## src/rtl/sag_pkg.sv

```systemverilog
package sag_pkg;

   typedef enum logic [1:0] {
      ACC_LOAD  = 2'b00,
      ACC_STORE = 2'b01,
      ACC_FETCH = 2'b10,
      ACC_RSVD  = 2'b11
   } acc_kind_e;

   localparam logic [1:0] WCODE_24 = 2'b01;
   localparam logic [1:0] WCODE_32 = 2'b10;

   localparam int RIGHT_RD = 0;
   localparam int RIGHT_WR = 1;
   localparam int RIGHT_EX = 2;
   localparam int RIGHTS_W = 3;

   // number of supported address widths and their sizes
   localparam int N_WMODES = 2;

   function automatic int wmode_bits(input int m);
      return (m == 0) ? 24 : 32;
   endfunction

   function automatic logic kind_granted(input logic [RIGHTS_W-1:0] r,
                                         input acc_kind_e k);
      logic ok;
      case (k)
         ACC_LOAD:  ok = r[RIGHT_RD];
         ACC_STORE: ok = r[RIGHT_WR];
         ACC_FETCH: ok = r[RIGHT_EX];
         default:   ok = 1'b0;
      endcase
      return ok;
   endfunction

endpackage

```

## src/rtl/sag_base_file.sv

```systemverilog
module sag_base_file #(
   parameter int          NUM      = 16,
   parameter int          DW       = 64,
   parameter int          CODE_IDX = NUM - 1,
   parameter logic [63:0] CODE_RST = 64'h1005,
   localparam int         IW       = $clog2(NUM)
) (
   input  logic          clk,
   input  logic          rst_n,
   input  logic          wr_en,
   input  logic [IW-1:0] wr_idx,
   input  logic [DW-1:0] wr_data,
   input  logic [IW-1:0] ra_idx,
   output logic [DW-1:0] ra_data,
   input  logic [IW-1:0] rb_idx,
   output logic [DW-1:0] rb_data
);

   logic [DW-1:0] regs [NUM];

   generate
      if (CODE_IDX < 0 || CODE_IDX >= NUM) begin : g_bad_code
         $error("sag_base_file: CODE_IDX out of range");
      end
      for (genvar i = 0; i < NUM; i++) begin : g_reg
         localparam logic [DW-1:0] RST_V = (i == CODE_IDX) ? CODE_RST[DW-1:0] : '0;
         logic [DW-1:0] q;
         always_ff @(posedge clk) begin
            if (!rst_n)
               q <= RST_V;
            else if (wr_en && (wr_idx == IW'(i)))
               q <= wr_data;
         end
         assign regs[i] = q;
      end
   endgenerate

   // reads see the register state before any write in this cycle
   assign ra_data = regs[ra_idx];
   assign rb_data = regs[rb_idx];

endmodule

```

## src/rtl/sag_sel_decode.sv

```systemverilog
module sag_sel_decode #(
   parameter int ADDR_W = 64,
   parameter int SEL_W  = 4
) (
   input  logic [ADDR_W-1:0] eff,
   input  logic [1:0]        width_code,
   output logic [SEL_W-1:0]  sel,
   output logic [ADDR_W-1:0] offset
);
   import sag_pkg::*;

   logic [SEL_W-1:0]  sel_m [N_WMODES];
   logic [ADDR_W-1:0] off_m [N_WMODES];

   generate
      for (genvar m = 0; m < N_WMODES; m++) begin : g_mode
         localparam int W  = wmode_bits(m);
         localparam int OW = W - SEL_W;
         if (W > ADDR_W || OW < 1) begin : g_bad_w
            $error("sag_sel_decode: width mode does not fit ADDR_W/SEL_W");
         end
         // selector is the top SEL_W bits at this width, offset is below it
         assign sel_m[m] = eff[W-1 -: SEL_W];
         assign off_m[m] = {{(ADDR_W-OW){1'b0}}, eff[OW-1:0]};
      end
   endgenerate

   // only the 24-bit code picks the narrow layout; every other code is 32-bit
   logic narrow;
   assign narrow = (width_code == WCODE_24);

   always_comb begin
      if (narrow) begin
         sel    = sel_m[0];
         offset = off_m[0];
      end else begin
         sel    = sel_m[1];
         offset = off_m[1];
      end
   end

endmodule

```

## src/rtl/sag_rights.sv

```systemverilog
module sag_rights #(
   parameter bit ENFORCE = 1'b1
) (
   input  logic [sag_pkg::RIGHTS_W-1:0] rights,
   input  sag_pkg::acc_kind_e           kind,
   output logic                         allow
);
   import sag_pkg::*;

   generate
      if (ENFORCE) begin : g_check
         assign allow = kind_granted(rights, kind);
      end else begin : g_open
         // rights ignored; only the reserved kind is refused
         assign allow = (kind != ACC_RSVD);
      end
   endgenerate

endmodule

```

## src/rtl/seg_addr_gen.sv

```systemverilog
module seg_addr_gen #(
   parameter int          ADDR_W        = 64,
   parameter int          SEL_W         = 4,
   parameter int          SEG_SHIFT     = 4,
   parameter int          DISP_W        = 11,
   parameter bit          ENFORCE       = 1'b1,
   parameter logic [63:0] CODE_BASE_RST = 64'h1005,
   localparam int         NUM_BASE      = 1 << SEL_W,
   localparam int         CODE_IDX      = NUM_BASE - 1
) (
   input  logic              clk,
   input  logic              rst_n,
   input  logic [1:0]        cfg_width,
   input  logic              req_valid,
   input  logic [1:0]        req_kind,
   input  logic [ADDR_W-1:0] req_addr,
   input  logic [DISP_W-1:0] req_disp,
   input  logic              mtb_en,
   input  logic [SEL_W-1:0]  mtb_idx,
   input  logic [ADDR_W-1:0] mtb_data,
   input  logic [SEL_W-1:0]  mfb_idx,
   output logic [ADDR_W-1:0] mfb_data,
   output logic              out_valid,
   output logic [ADDR_W-1:0] out_addr,
   output logic              fault
);
   import sag_pkg::*;

   generate
      if (ADDR_W < 32 || ADDR_W > 64) begin : g_bad_aw
         $error("seg_addr_gen: ADDR_W must be 32..64");
      end
      if (SEG_SHIFT < RIGHTS_W || SEG_SHIFT >= ADDR_W) begin : g_bad_sh
         $error("seg_addr_gen: SEG_SHIFT must hold the rights bits");
      end
      if (DISP_W < 2 || DISP_W >= ADDR_W) begin : g_bad_dw
         $error("seg_addr_gen: DISP_W out of range");
      end
      if (SEL_W < 1 || SEL_W > 6) begin : g_bad_sel
         $error("seg_addr_gen: SEL_W out of range");
      end
   endgenerate

   // effective value: address plus sign-extended displacement
   logic [ADDR_W-1:0] disp_ext;
   logic [ADDR_W-1:0] eff;
   assign disp_ext = {{(ADDR_W-DISP_W){req_disp[DISP_W-1]}}, req_disp};
   assign eff      = req_addr + disp_ext;

   acc_kind_e kind;
   assign kind = acc_kind_e'(req_kind);

   logic [SEL_W-1:0]  sel_fld;
   logic [ADDR_W-1:0] offset;

   sag_sel_decode #(
      .ADDR_W (ADDR_W),
      .SEL_W  (SEL_W)
   ) u_dec (
      .eff        (eff),
      .width_code (cfg_width),
      .sel        (sel_fld),
      .offset     (offset)
   );

   // instruction fetch is pinned to the code segment
   logic [SEL_W-1:0] sel_use;
   assign sel_use = (kind == ACC_FETCH) ? SEL_W'(CODE_IDX) : sel_fld;

   logic [ADDR_W-1:0] base_q;

   sag_base_file #(
      .NUM      (NUM_BASE),
      .DW       (ADDR_W),
      .CODE_IDX (CODE_IDX),
      .CODE_RST (CODE_BASE_RST)
   ) u_file (
      .clk     (clk),
      .rst_n   (rst_n),
      .wr_en   (mtb_en),
      .wr_idx  (mtb_idx),
      .wr_data (mtb_data),
      .ra_idx  (sel_use),
      .ra_data (base_q),
      .rb_idx  (mfb_idx),
      .rb_data (mfb_data)
   );

   logic allow;

   sag_rights #(
      .ENFORCE (ENFORCE)
   ) u_rights (
      .rights (base_q[RIGHTS_W-1:0]),
      .kind   (kind),
      .allow  (allow)
   );

   // segment start: base in 16-byte units, rights nibble dropped
   logic [ADDR_W-1:0] seg_start;
   logic [ADDR_W-1:0] lin;
   assign seg_start = {base_q[ADDR_W-1:SEG_SHIFT], {SEG_SHIFT{1'b0}}};
   assign lin       = seg_start + offset;

   always_ff @(posedge clk) begin
      if (!rst_n) begin
         out_valid <= 1'b0;
         fault     <= 1'b0;
         out_addr  <= '0;
      end else begin
         out_valid <= req_valid && allow;
         fault     <= req_valid && !allow;
         if (req_valid && allow)
            out_addr <= lin;
      end
   end

endmodule

```

## config.mk

```make
export PLATFORM = sky130hd
export DESIGN_NAME = seg_addr_gen
export DESIGN_NICKNAME = d
export VERILOG_FILES = /design/src/rtl/sag_pkg.sv /design/src/rtl/sag_base_file.sv /design/src/rtl/sag_sel_decode.sv /design/src/rtl/sag_rights.sv /design/src/rtl/seg_addr_gen.sv
export SDC_FILE = /design/constraint.sdc
export NUM_CORES = 2
export LEC_CHECK = 0
export ABC_CLOCK_PERIOD_IN_PS = 21300
export CAP_MARGIN = 20
export CORE_UTILIZATION = 31
export CTS_CLUSTER_SIZE = 30
export DETAILED_ROUTE_END_ITERATION = 10
export GPL_ROUTABILITY_DRIVEN = 0
export PLACE_DENSITY = 0.51
export SETUP_SLACK_MARGIN = 0.15
export SYNTH_ARGS = -nofsm -noshare
export SYNTH_HDL_FRONTEND = slang
export SYNTH_SLANG_ARGS = --single-unit
```

## constraint.sdc

```tcl
create_clock -name clk -period 21.3 [get_ports clk]
set_input_delay 6.39 -clock clk [delete_from_list [all_inputs] [get_ports clk]]
set_output_delay 6.39 -clock clk [all_outputs]
set_load 0.01 [all_outputs]
```

==> results.py <==
metrics = {
    "power": {
        "power_density_nw_per_um2": 84.4,
        "p_total_mw": 5.86,
        "vdd_ir_drop_max_mv": 0.0892,
        "p_leak_nw": 22.0,
    },
    "layout": {
        "area_delta_synth_final_pct": 14.2,
        "fin_nets": 7513,
        "drive_gt1_share_pct": 9.89,
        "final_cells": 10000,
    },
    "timing": {
        "hold_slack_ns": 0.445,
        "slew_headroom_pct": 22.1,
        "max_slew.worst_pin.slew_ns": 1.17,
        "rsz0062_at_grt": "no",
        "setup_tns_ns": 0,
        "fmax_mhz": 61.5,
        "finClkSkew_ns": 0.0238,
        "final_hold_viol_count": 0,
        "drv_slew": 0,
        "finalCritPeriodShare_pct": 76.4,
        "finalCriticalPeriod_ns": 16.27,
        "setup_viol": 0,
    },
    "synth": {
        "syn_avg_cell_area_um2": 8.05,
        "synth_flop_cell": "dfxtp_1",
        "synthMuxAreaShare_pct": 13.6,
        "synth_xor_area_share_pct": 1.11,
        "yosys_warnings": 0,
        "synthArstFlopShare_pct": 0,
        "yosys.area_share.adder_pct": 1.20,
        "yosysTopAreaCellShare_pct": 35.9,
        "yosysUniqueCellTypes": 91,
        "synth_top_family_by_area": "simple AND/OR/NAND/NOR gates",
        "yosys.area_share.simple_pct": 23.4,
        "syn-cell-area_um2": 60700,
        "synth_compound_area_share_pct": 19.6,
        "yosysTopAreaCell": "dfxtp_1",
        "syn-instance-count": 7544,
        "synth_fp_nets": 7756,
        "ys_seq_area_share_pct": 35.9,
        "ys_seq_elements": 1090,
        "synth_edf_count": 0,
        "synthTopCellsByArea": "dfxtp_1 (36%), nand2_1 (17%), a21boi_0 (13%)",
    },
    "clock_network": {
        "cts_sinks": 1090,
        "htreeDepth": 4,
        "clock_latency_ns": 0.79,
        "cts_setup_buffers": 0,
        "cts_inserted_buffers": 130,
        "cts_tree": "done",
        "ctsHoldBuffers": 0,
        "clkTransAtPathRegs_ns": 0.06,
        "clockBufferDepth": 3,
        "cts-resized-gates": 0,
        "cts-root-buf": "clkbuf_16",
    },
    "place": {
        "place_inst": 9793,
        "port-buffer-count": 252,
        "dp_hpwl_um": 153000,
    },
    "critical_path": {
        "crit_fanout": 70,
        "cp_slowest_cell": "buf_4",
        "worst_path_most_repeated_cell": "mux4_2",
        "critPathMaxStageDelay_ns": 0.94,
        "crit_required_ns": 14.91,
        "critPathBufInv": 3,
        "cp-end-kind": "output pin",
        "path_class": "input pin to output pin",
        "r2r_slack_ns": 15.25,
        "path_cells": "buf_8, buf_4, mux4_2, mux4_2, clkdlybuf4s50_1",
        "crit_arrival_ns": 9.88,
        "crit_family": "buffers and inverters",
        "crit_path_start_kind": "input pin",
    },
    "routing": {
        "first_iter_violations": 6481,
        "drc": 0,
        "routed_wl_um": 272000,
        "dr.pass1.iters": 6,
        "vias_per_cell": 5.64,
        "final_antenna_net_count": 0,
        "vias": 56600,
        "routedWlPerCell_um": 27.1,
    },
    "grt": {
        "grt.total_usage_pct": 26.8,
        "grt_max_degree": 232,
        "grt_pass1_vias": 53400,
        "grtUsageMet3_pct": 4.87,
        "gr-usage-met1_pct": 33.4,
        "grt.overflow.total": 0,
        "antenna_found_initial": 24,
        "grt_pass1_wl_um": 389000,
        "grt_most_used_layer": "met2",
        "gr-usage-met2_pct": 43.8,
    },
    "die": {
        "die-height_um": 445,
        "rows": 162,
        "coreArea_um2": 195000,
        "design.die.area_um2": 198000,
        "start_util_pct": 31.2,
        "ios": 285,
        "die_width_um": 445,
    },
    "run_status": {
        "status": "complete, no violations",
    },
    "worst_hold_path": {
        "min_path_type": "flop to flop",
    },
    "job": {
        "cap_violations": 0,
    },
}
final cells by class:
cell class / instances / area [um2]
Tap cell: 2624 / 3280
Clock inverter: 32 / 299
Inverter: 48 / 180
Clock buffer: 204 / 3950
Antenna cell: 10 / 25.0
Multi-Input combinational cell: 5662 / 36200
Fill cell: 19900 / 125000
Timing Repair Buffer: 369 / 3600
Sequential cell: 1090 / 21800
Yosys cell counts, drive strengths merged (72+ instances only):
cell,number
nand3,224
nor2,117
a21boi,1027
mux4,322
clkbuf,617
a21oi,168
mux2i,98
dfxtp,1090
buf,127
and3,72
nand2,2780
o21ai,81
layout by cell type, fill, tap and decap left out, types with 102 or more instances in the layout:
cell type | synthesis | routed
a21oi_1 | 168 | 166
nor2_1 | 117 | 102
nand3_1 | 224 | 219
dfxtp_1 | 1090 | 1090
a21boi_0 | 1027 | 1027
buf_4 | 9 | 104
mux4_2 | 322 | 322
clkbuf_16 | 0 | 132
clkdlybuf4s50_1 | 0 | 247
nand2_1 | 2780 | 2767
state kept, by name (all words and copies together), names as in the netlist:
register and cells:
fault 1, out_valid 1, out_addr 64, u_file.g.q 1024
per-stage QoR:
stage,setup slack [ns],utilization (%),area [um2]
after detailed placement,4.53,33.4,65100
final,5.03,35.6,69300
after global routing,4.58,35.6,69300
after global placement,4.60,33.4,65000
after floorplan,6.18,-,60700
after CTS,4.96,35.6,69300
worst register-to-register path, cell delays in order, from the launching register on:
cell       delay [ns]
dfxtp_1          0.33
nand2_1          0.06
and3_1           0.16
a31oi_1          0.04
o22ai_1          0.24
a21oi_1          0.28
ha_1             0.38
fa_1             0.47
a21o_1           0.20
a21o_1           0.22
a2111oi_0        0.58
o21ai_0          0.28
o41a_1           0.42
a41o_1           0.30
nor3_1           0.22
o21bai_1         0.12
a21o_1           0.24
o221a_2          0.27
o21ai_2          0.13
buf_4            0.32
nor2_1           0.26
xnor2_1          0.22
nand2_1          0.09
o211a_1          0.14
routing by layer:
| metal | wire length [um] | part of all wire [%] |
|---|---|---|
| met5 | 101 | 0.037 |
| met4 | 15200 | 5.6 |
| met3 | 21400 | 7.8 |
| met2 | 127000 | 47 |
| met1 | 109000 | 40 |
path summary, 6_finish.rpt:
| kind | startpoint | to | cells after the start |
|---|---|---|---|
| worst max-delay path | mfb_idx[0] | mfb_data[48] | 5 |
| worst min-delay path | out_addr[52] | out_addr[52] | 2 |
| worst min register to register | out_addr[52] | out_addr[52] | 2 |
| worst max register to register | u_file.g_reg[2].q[4] | out_addr[34] | 23 |
power by group:
group	switching, mW	internal, mW	leakage (nW)
clock	0.962	1.30	2.10
combinational	1.00	0.467	11.1
sequential	0.0377	2.08	8.80
total	2.00	3.85	22.0
cell families (layout without fill, tap and decap cells):
logic type                 count (synthesis)  in the layout
DFF                                     1090           1090
buffers and inverters                    792            653
other                                      0             10
adders and majority gates                 57             57
AOI/OAI and AO/OA                       1651           1651
muxes                                    422            422
xor gates and xnor gates                  77             77
and+or+nand+nor                         3455           3455
Note: power is estimated with default switching activity, not from simulation.
